**config.mk**
```make
export PLATFORM = sky130hd
export DESIGN_NAME = pio_fifo_ctl
export DESIGN_NICKNAME = d
export VERILOG_FILES = /design/src/rtl/pio_fifo_pkg.sv /design/src/rtl/pio_byte_store.sv /design/src/rtl/pio_fifo_track.sv /design/src/rtl/pio_cmd_capture.sv /design/src/rtl/pio_fifo_ctl.sv
export SDC_FILE = /design/constraint.sdc
export NUM_CORES = 1
export LEC_CHECK = 0
export ABC_AREA = 1
export BUFFER_PORTS_ARGS = -buffer_cell sky130_fd_sc_hd__buf_2
export CAP_MARGIN = 20
export CORE_MARGIN = 2
export CORE_UTILIZATION = 37
export CTS_CLUSTER_DIAMETER = 40
export DETAILED_ROUTE_END_ITERATION = 10
export GPL_TIMING_DRIVEN = 0
export PLACE_DENSITY = 0.62
export SLEW_MARGIN = 30
export SYNTH_ARGS = -nofsm -noshare
export SYNTH_HDL_FRONTEND = slang
export SYNTH_SLANG_ARGS = --single-unit
```
**constraint.sdc**
```tcl
create_clock -name clk -period 3.2 [get_ports clk]
set_input_delay 0.64 -clock clk [delete_from_list [all_inputs] [get_ports clk]]
set_output_delay 0.64 -clock clk [all_outputs]
set_load 0.05 [all_outputs]
```
**src/rtl/pio_fifo_pkg.sv**
```systemverilog
package pio_fifo_pkg;
  typedef logic [7:0] byte_t;

  // Count of bytes loaded by a status/message response.
  localparam int RESP_BYTES = 2;

  // Phase bits 2:1 both low select the data-out phase.
  function automatic logic is_data_out(input logic [1:0] grp);
    return grp == 2'b00;
  endfunction
endpackage

```
**src/rtl/pio_byte_store.sv**
```systemverilog
module pio_byte_store
  import pio_fifo_pkg::*;
#(
  parameter int DEPTH = 16,
  parameter int AW    = $clog2(DEPTH)
) (
  input  logic          clk,
  input  logic          rst_n,
  input  logic          wr_en,
  input  logic [AW-1:0] wr_idx,
  input  byte_t         wr_byte,
  input  logic          ld_en,
  input  byte_t         ld_byte,
  input  logic [AW-1:0] rd_idx,
  output byte_t         rd_byte
);
  logic [DEPTH*8-1:0] flat;

  for (genvar i = 0; i < DEPTH; i++) begin : g_ent
    byte_t q;
    always_ff @(posedge clk or negedge rst_n) begin
      if (!rst_n) begin
        q <= '0;
      end else if (ld_en) begin
        if (i == 0)      q <= ld_byte;
        else if (i == 1) q <= '0;
      end else if (wr_en && wr_idx == AW'(i)) begin
        q <= wr_byte;
      end
    end
    assign flat[i*8 +: 8] = q;
  end

  assign rd_byte = flat[rd_idx*8 +: 8];
endmodule

```
**src/rtl/pio_fifo_track.sv**
```systemverilog
module pio_fifo_track
  import pio_fifo_pkg::*;
#(
  parameter int DEPTH = 16,
  parameter int AW    = $clog2(DEPTH),
  parameter int CW    = $clog2(DEPTH + 1)
) (
  input  logic          clk,
  input  logic          rst_n,
  input  logic          push_req,
  input  logic          pop_req,
  input  logic          keep_rd_pos,
  input  logic          ld,
  output logic          wr_en,
  output logic [AW-1:0] wr_pos,
  output logic [AW-1:0] rd_pos,
  output logic          pop_fire,
  output logic [CW-1:0] cnt,
  output logic          irq_q,
  output logic          ovr_q
);
  localparam logic [CW-1:0] FULL_MARK = CW'(DEPTH - 1);
  localparam logic [CW-1:0] RESP_CNT  = CW'(RESP_BYTES);

  logic          push_ok, pop_ok;
  logic [CW-1:0] cnt_nx;
  logic [AW-1:0] rp_q, wp_q;

  assign push_ok  = push_req && !ld && (cnt != FULL_MARK);
  assign pop_ok   = pop_req && !ld && (cnt != '0);
  assign cnt_nx   = cnt + CW'(push_ok) - CW'(pop_ok);
  assign wr_en    = push_ok;
  assign wr_pos   = wp_q;
  assign rd_pos   = rp_q;
  assign pop_fire = pop_ok;

  always_ff @(posedge clk or negedge rst_n) begin
    if (!rst_n) begin
      cnt   <= '0;
      rp_q  <= '0;
      wp_q  <= '0;
      irq_q <= 1'b0;
      ovr_q <= 1'b0;
    end else begin
      irq_q <= pop_ok;
      ovr_q <= push_req && !ld && (cnt == FULL_MARK);
      if (ld) begin
        cnt  <= RESP_CNT;
        rp_q <= '0;
        wp_q <= '0;
      end else begin
        cnt <= cnt_nx;
        if (cnt_nx == '0) begin
          rp_q <= '0;
          wp_q <= '0;
        end else begin
          if (pop_ok && !keep_rd_pos) rp_q <= rp_q + 1'b1;
          if (push_ok)                wp_q <= wp_q + 1'b1;
        end
      end
    end
  end

  a_r3_no_overflow: assert property (@(posedge clk) disable iff (!rst_n)
    cnt <= FULL_MARK);
  a_r9_ptrs_home: assert property (@(posedge clk) disable iff (!rst_n)
    (cnt == '0) |-> (rp_q == '0 && wp_q == '0));
  a_r2_push_count: assert property (@(posedge clk) disable iff (!rst_n)
    (push_req && !pop_req && !ld && cnt < FULL_MARK) |=> cnt == CW'($past(cnt) + 1'b1));
  a_r3_overrun_hold: assert property (@(posedge clk) disable iff (!rst_n)
    (push_req && !pop_req && !ld && cnt == FULL_MARK) |=> (ovr_q && cnt == FULL_MARK));
  a_r6_irq_on_pop: assert property (@(posedge clk) disable iff (!rst_n)
    (pop_req && !ld && cnt != '0) |=> irq_q);
  a_r8_empty_read: assert property (@(posedge clk) disable iff (!rst_n)
    (pop_req && !push_req && !ld && cnt == '0) |=> (!irq_q && cnt == '0));
  a_r10_load_count: assert property (@(posedge clk) disable iff (!rst_n)
    ld |=> (cnt == RESP_CNT && rp_q == '0));
endmodule

```
**src/rtl/pio_cmd_capture.sv**
```systemverilog
module pio_cmd_capture
  import pio_fifo_pkg::*;
#(
  parameter int DEPTH = 16,
  parameter int AW    = $clog2(DEPTH),
  parameter int LW    = $clog2(DEPTH + 1)
) (
  input  logic          clk,
  input  logic          rst_n,
  input  logic          wr,
  input  byte_t         wr_byte,
  input  logic          clr,
  input  logic [AW-1:0] rd_idx,
  output byte_t         rd_byte,
  output logic [LW-1:0] len
);
  localparam logic [LW-1:0] LIMIT = LW'(DEPTH);

  logic take;
  assign take = wr && !clr && (len != LIMIT);

  always_ff @(posedge clk or negedge rst_n) begin
    if (!rst_n)    len <= '0;
    else if (clr)  len <= '0;
    else if (take) len <= len + 1'b1;
  end

  pio_byte_store #(.DEPTH(DEPTH), .AW(AW)) u_cbuf (
    .clk     (clk),
    .rst_n   (rst_n),
    .wr_en   (take),
    .wr_idx  (len[AW-1:0]),
    .wr_byte (wr_byte),
    .ld_en   (1'b0),
    .ld_byte ('0),
    .rd_idx  (rd_idx),
    .rd_byte (rd_byte)
  );

  a_r5_saturate: assert property (@(posedge clk) disable iff (!rst_n)
    len <= LIMIT);
  a_r4_capture_step: assert property (@(posedge clk) disable iff (!rst_n)
    (wr && !clr && len < LIMIT) |=> len == LW'($past(len) + 1'b1));
  a_r5_clear_wins: assert property (@(posedge clk) disable iff (!rst_n)
    clr |=> len == '0);
endmodule

```
**src/rtl/pio_fifo_ctl.sv**
```systemverilog
module pio_fifo_ctl
  import pio_fifo_pkg::*;
#(
  parameter int DEPTH     = 16,
  parameter int CMD_DEPTH = 16,
  localparam int AW  = $clog2(DEPTH),
  localparam int CW  = $clog2(DEPTH + 1),
  localparam int CAW = $clog2(CMD_DEPTH),
  localparam int CLW = $clog2(CMD_DEPTH + 1)
) (
  input  logic           clk,
  input  logic           rst_n,
  input  logic           wr_valid,
  output logic           wr_ready,
  input  logic [7:0]     wr_data,
  input  logic           rd_req,
  output logic [7:0]     rd_data,
  input  logic [1:0]     phase_grp,
  input  logic           rsp_load,
  input  logic [7:0]     rsp_status,
  input  logic           cmd_mode,
  input  logic           cmd_clr,
  input  logic [CAW-1:0] cmd_rd_idx,
  output logic [7:0]     cmd_rd_data,
  output logic [CLW-1:0] cmd_len,
  output logic [CW-1:0]  fifo_count,
  output logic [7:0]     fifo_flags,
  output logic           overrun,
  output logic           irq
);
  logic          dout_phase;
  logic          st_wr_en, pop_fire;
  logic [AW-1:0] st_wr_pos, st_rd_pos;
  byte_t         st_rd_byte;
  byte_t         rd_q, flags_q;

  assign wr_ready   = 1'b1;
  assign dout_phase = is_data_out(phase_grp);

  pio_fifo_track #(.DEPTH(DEPTH), .AW(AW), .CW(CW)) u_track (
    .clk         (clk),
    .rst_n       (rst_n),
    .push_req    (wr_valid && !cmd_mode),
    .pop_req     (rd_req),
    .keep_rd_pos (dout_phase),
    .ld          (rsp_load),
    .wr_en       (st_wr_en),
    .wr_pos      (st_wr_pos),
    .rd_pos      (st_rd_pos),
    .pop_fire    (pop_fire),
    .cnt         (fifo_count),
    .irq_q       (irq),
    .ovr_q       (overrun)
  );

  pio_byte_store #(.DEPTH(DEPTH), .AW(AW)) u_data (
    .clk     (clk),
    .rst_n   (rst_n),
    .wr_en   (st_wr_en),
    .wr_idx  (st_wr_pos),
    .wr_byte (wr_data),
    .ld_en   (rsp_load),
    .ld_byte (rsp_status),
    .rd_idx  (st_rd_pos),
    .rd_byte (st_rd_byte)
  );

  pio_cmd_capture #(.DEPTH(CMD_DEPTH), .AW(CAW), .LW(CLW)) u_cmd (
    .clk     (clk),
    .rst_n   (rst_n),
    .wr      (wr_valid && cmd_mode),
    .wr_byte (wr_data),
    .clr     (cmd_clr),
    .rd_idx  (cmd_rd_idx),
    .rd_byte (cmd_rd_data),
    .len     (cmd_len)
  );

  always_ff @(posedge clk or negedge rst_n) begin
    if (!rst_n) begin
      rd_q    <= '0;
      flags_q <= '0;
    end else begin
      if (pop_fire) rd_q <= dout_phase ? '0 : st_rd_byte;
      if (rsp_load) flags_q <= 8'(RESP_BYTES);
    end
  end

  assign rd_data    = rd_q;
  assign fifo_flags = flags_q;

  a_r7_dataout_zero: assert property (@(posedge clk) disable iff (!rst_n)
    (rd_req && !rsp_load && fifo_count != '0 && phase_grp == 2'b00) |=> rd_data == 8'h00);
  a_r8_hold_data: assert property (@(posedge clk) disable iff (!rst_n)
    (rd_req && !rsp_load && fifo_count == '0) |=> $stable(rd_data));
  a_r4_fifo_untouched: assert property (@(posedge clk) disable iff (!rst_n)
    (cmd_mode && !rd_req && !rsp_load) |=> $stable(fifo_count));
endmodule

```
=== After elaboration in Yosys (flattened, before gate mapping) ===
Cells that the tools add are included.

* Word-level logic and storage cells: 165
* Flip-flop bits (word level): 285

* Bitwise gates (word level): 1
* Add/sub/neg operators: 5
* Mux-type cells: 14
* Shift-type cells: 2
* Equality and inequality tests: 33
* Reductions and logical operators: 70

{| class="wikitable"
|+ Operator list
! operator !! count
|-
| indexed part select 128 x 8 -> 8 bit || 2
|-
| equality test 4 bit (second input constant) || 16
|-
| logical AND 1 bit || 42
|-
| 2-to-1 mux 8 bit || 5
|-
| equality test 4 x 3 -> 1 bit (second input constant) || 8
|-
| AND reduction 2 bit || 14
|-
| 2-to-1 mux 4 bit || 6
|-
| equality test 4 x 2 -> 1 bit (second input constant) || 4
|-
| 2-to-1 mux 5 bit || 3
|-
| adder 4 x 1 -> 4 bit (second input constant) || 2
|-
| equality test 4 x 1 -> 1 bit (second input constant) || 2
|-
| zero test 4 bit || 2
|-
| nonzero test 2 bit || 3
|-
| nonzero test 3 bit || 2
|-
| adder 5 x 1 -> 5 bit || 1
|-
| adder 5 x 1 -> 5 bit (second input constant) || 1
|-
| equality test 5 x 4 -> 1 bit (second input constant) || 1
|-
| zero test 5 bit || 1
|-
| inequality test 5 x 4 -> 1 bit (second input constant) || 1
|-
| inequality test 5 bit (second input constant) || 1
|-
| nonzero test 5 bit || 1
|-
| subtractor 5 x 1 -> 5 bit || 1
|-
| zero test 1 bit || 4
|-
| zero test 2 bit || 1
|-
| inverter 1 bit || 1
|}

=== Longest topological paths before layout ===
* Word-level depth: 9
* Gate-level depth with buffers: 15

=== Modules after synthesis ===
From an unflattened synthesis, not the netlist that was laid out.

* Cell total of the unflattened synthesis: 1959
* Area total of the unflattened synthesis: 14371.3 um^2

{| class="wikitable"
|+ Modules (own cells, without submodules)
! module !! area an instance (um^2) !! cells each !! times used
|-
| pio_byte_store || 6306.0 || 864 || 2
|-
| pio_fifo_track || 923.4 || 115 || 1
|-
| pio_fifo_ctl || 496.7 || 70 || 1
|-
| pio_cmd_capture || 339.1 || 46 || 1
|}

=== Worst setup path before layout ===
No wires, ideal clock.

* Kind: register -> register
* Start point: register u_track.cnt[2]
* End point: register u_track.wp_q[1], in the netlist u_track.wr_pos[1]
* Clock period less this slack: 3.004 ns
* Setup slack: 0.196 ns
* Stages on the path, launching flop included: 15
* Setup time: 0.085 ns
* Arrival: 2.919 ns
* Path through: dfrtp_1 > inv_1 > ha_1 > inv_1 > nor2_1 > a21oi_2 > ha_1 > inv_1 > ha_1 > inv_1 > fa_1 > nand3b_1 > nand3_1 > nand3_1 > a21boi_0

{| class="wikitable"
|+ RTL lines
! item !! RTL line !! RTL
|-
| start: declaration || pio_fifo_track.sv:18 || <nowiki>output logic [CW-1:0] cnt,</nowiki>
|-
| start signal: assignment || pio_fifo_track.sv:52 || <nowiki>cnt <= cnt_nx;</nowiki>
|-
| nonzero test 5 bit (*) || pio_fifo_track.sv:30 || <nowiki>assign pop_ok = pop_req && !ld && (cnt != '0);</nowiki>
|-
| logical AND 1 bit (*) || pio_fifo_track.sv:30 ||
|-
| via pop_fire || pio_fifo_ctl.sv:32 || <nowiki>logic st_wr_en, pop_fire;</nowiki>
|-
| subtractor 5 x 1 -> 5 bit (*) || pio_fifo_track.sv:31 || <nowiki>assign cnt_nx = cnt + CW'(push_ok) - CW'(pop_ok);</nowiki>
|-
| zero test 5 bit (*) || pio_fifo_track.sv:53 || <nowiki>if (cnt_nx == '0) begin</nowiki>
|-
| 2-to-1 mux 4 bit || pio_fifo_track.sv:53 ||
|-
| 2-to-1 mux 4 bit || pio_fifo_track.sv:47 || <nowiki>if (ld) begin</nowiki>
|-
| end signal: assignment || pio_fifo_track.sv:58 || <nowiki>if (push_ok) wp_q <= wp_q + 1'b1;</nowiki>
|-
| end: declaration || pio_fifo_track.sv:27 || <nowiki>logic [AW-1:0] rp_q, wp_q;</nowiki>
|}

Mark *: on every way through the listed nets, which the timed path passes. The rest lies on a longest branch.
A chain may end at the register's enable or synchronous reset.

=== Worst setup path after layout ===
* Start point: input cmd_rd_idx[0]
* End point: output cmd_rd_data[3]

* Longest elaborated chain between the ends: 1

{| class="wikitable"
|+ RTL lines
! item !! RTL line !! RTL
|-
| start: declaration || pio_fifo_ctl.sv:23 || <nowiki>input logic [CAW-1:0] cmd_rd_idx,</nowiki>
|-
| indexed part select 128 x 8 -> 8 bit || pio_byte_store.sv:34 || <nowiki>assign rd_byte = flat[rd_idx*8 +: 8];</nowiki>
|-
| end: declaration || pio_fifo_ctl.sv:24 || <nowiki>output logic [7:0] cmd_rd_data,</nowiki>
|}

Every way passes these cells.

==> metrics.md <==
| Metric | Value |
|---|---|
| Fraction of registers with async set or reset after synthesis | `1.00` |
| Status | `complete, no violations` |
| Tmin final | `between 3000 and 4000 ps` |
| Avg Cell Area, Syn | `8.05 um2` |
| Multi-input logic area | `5580 um2` |
| FMAX | `approximately 0.32 GHz` |
| Per-cell routed wire length | `18.4 um` |
| First-pass GRT wire length | `slightly below 70000 um` |
| Cells after Synth | `~1700` |
| Register area | `roughly 7100 um2` |
| WP data required | `2560 ps` |
| Drt first pass iters | `6` |
| Row Count | `70` |
| PortBufs | `53` |
| Die X | `~200 um` |
| Root Driver | `clkbuf_16` |
| Total GRT Usage | `0.226` |
| Initial core utilization | `0.377` |
| H-tree Lvls | `2` |
| CTS tree | `done` |
| Flop-to-flop setup slack | `roughly 250 ps` |
| Met2 Routed Length | `19800 um` |
| Clock buffer depth | `3` |
| Power Density | `slightly below 700 nW/um2` |
| Vias per cell | `5.20` |
| Clock latency on the worst-skew pair | `550 ps` |
| EDFF count, synth | `0` |
| Vias in the first global route | `around 12000` |
| Crit-path max FO | `10` |
| Initial antenna violation count | `1` |
| HPWL Detailed | `30000 um` |
| Final hold violations | `0` |
| Arr. time, crit path | `about 2400 ps` |
| Vert. Die Dim | `around 200 um` |
| DIE AREA | `around 40000 um2` |
| DP Worst Slack | `-225 ps` |
| DRT met1 WL | `around 19000 um` |
| Syn Std Cell Area | `13800 um2` |
| CTS Hold Bufs | `0` |
| Metal3 WL | `about 2700 um` |
| # fillers | `roughly 3700` |
| Total leakage power | `between 7 and 8 nW` |
| Seq/Total Area, Yosys | `0.516` |
| Highest routed layer | `met4` |
| Critical Path End Type | `primary output` |
| Largest net degree at the start of global routing | `87` |
| Max-Cap Viols | `0` |
| Remaining DRCs | `0` |
| Synthesis Warnings | `0` |
| Number of diodes | `0` |
| Most frequent cells in the layout | `nand2_1, dfrtp_1, o21ai_0` |
| Max-slew headroom | `0.425` |
| Worst R2R End | `u_track.wr_pos[1]` |
| Max VDD drop | `~0.50 mV` |
| Final wirelength | `42800 um` |
| Layout cell share with drive strength beyond 1 | `0.111` |
| Detailed Route Iter0 Violations | `around 950` |
| Critical Path Source Type | `input pin` |
| CP Class | `input pin to primary output` |
| TritonCTS Buffers | `42` |
| Clock Skew | `between 20 and 30 ps` |
| Synth unique cells | `39` |
| Grt total ovfl | `0` |
| Seq cells post-synth | `between 200 and 300` |
| IO Count | `66` |
| Post-CTS Setup Inserts | `0` |
| Worst Max-Slew Pin Slew | `between 800 and 900 ps` |
| RSZ-0062 raised after global routing | `no` |
| Core area | `between 30000 and 40000 um2` |
| R2R depth | `13` |
| Nets | `between 1500 and 2000` |
| Final ANT Viol Nets | `0` |
| PostCTS Resize Cnt | `0` |
| TNS Setup | `0 ps` |
| Ys flop type | `dfrtp_1` |
| Most common cell after layout, fill and taps aside | `nand2_1` |
| FF-to-FF Start | `u_track.cnt[2]` |
| Worst Hold Class | `input pin to asynchronous set/reset pin` |
| DR vias | `about 12000` |
| Worst-path clk slew | `around 50 ps` |
| # setup viols final | `0` |
| Routability cong. | `~0.95` |
| Final cycle utilization of the critical path | `0.962` |
| Syn-to-layout area delta | `17.8%` |
| Fin worst setup slack | `between 100 and 150 ps` |
| CTS Sinks | `approximately 290` |
| Slew Limit Fails | `0` |
==> cells by family (layout without fill, tap and decap cells) <==
kind of cell | count (synthesis) | count (layout) | synth area share
and+or+nand+nor | 772 | 772 | 0.243
AOI/OAI and AO/OA | 368 | 368 | 0.140
DFF | 285 | 285 | 0.516
buffers and inverters | 270 | 403 | 0.0831
adders and majority gates | 17 | 17 | 0.0159
xor gates and xnor gates | 3 | 3 | 0.00190
other | 2 | 8 | 0.000543
==> how the worst max path moves through the flow <==
stage                   startpoint                           to  slack (ps)
finish               cmd_rd_idx[0]               cmd_rd_data[3]         120
global route         cmd_rd_idx[0]               cmd_rd_data[3]          20
CTS                 u_track.cnt[2]            u_track.wr_pos[1]          10
detailed placement        rsp_load            u_track.wr_pos[2]        -230
global placement             rst_n  u_cmd.u_cbuf.g_ent[11].q[6]       -3890
floorplan           u_track.cnt[2]            u_track.wr_pos[1]         200
==> cells in the mapped netlist, types with 3 or more instances <==
master / number / area [um2]
nand2_1: 533 / 2000
dfrtp_1: 285 / 7130
o21ai_0: 259 / 1300
nand3_1: 152 / 761
inv_1: 147 / 552
clkbuf_1: 73 / 274
nor2_1: 46 / 173
a21oi_1: 41 / 205
o211ai_1: 32 / 240
o21ai_1: 32 / 160
buf_2: 16 / 80.1
ha_1: 16 / 200
buf_1: 9 / 33.8
buf_4: 9 / 67.6
buf_6: 8 / 90.1
nand3_4: 7 / 123
nand3_2: 6 / 60.1
nand4_1: 5 / 31.3
or2_2: 5 / 31.3
inv_2: 4 / 15.0
nand2_4: 3 / 33.8
nor2_2: 3 / 18.8
nor3_1: 3 / 15.0
==> flip-flops by register name, summed over array words and instances, names as in the netlist <==
signal	count
fifo_flags	1
rd_data	8
u_cmd.len	5
u_cmd.u_cbuf.g_ent.q	128
u_data.g_ent.q	128
u_track.cnt	5
u_track.irq_q	1
u_track.ovr_q	1
u_track.rd_pos	4
u_track.wr_pos	4
==> routing by layer <==
layer	vias up	GRT usage
met2	409	0.363
li1	5777	-
met1	5839	0.312
met4	0	0.0732
met5	-	0
met3	66	0.0352
==> critical path: stages <==
cell and delay, ps:
clkbuf_1 360, buf_2 340, buf_2 320, o211ai_1 140
nand3_1 170, nand3_1 80, nand2_1 110, buf_2 270
==> stage by stage <==
stage	area [um2]	hold slack [ps]	utilization	total power, mW	std cells
6_report	16300	48.8	0.444	11.1	2324
5_1_grt	16300	103	0.444	11.6	2324
4_1_cts	16300	72.7	0.443	11.2	2324
3_5_place_dp	14800	449	0.403	6.28	2247
3_3_place_gp	14700	451	0.400	6.25	2244
2_1_floorplan	13800	344	-	5.50	1723
==> final cells by class <==
type | instances | area share
Tap cell | 468 | 0.0360
Inverter | 154 | 0.0358
Clock buffer | 51 | 0.0710
Timing Repair Buffer | 56 | 0.0220
Clock inverter | 26 | 0.0201
Multi-Input combinational cell | 1168 | 0.342
Sequential cell | 285 | 0.438
Buffer | 116 | 0.0349
==> where the power goes <==
group	leakage [nW]	switching (mW)	internal [mW]
registers	3.90	0.153	3.86
logic	2.93	1.68	0.574
clock network	0.722	1.79	3.09
total	7.55	3.63	7.52
(Power assumes the default switching activity.)
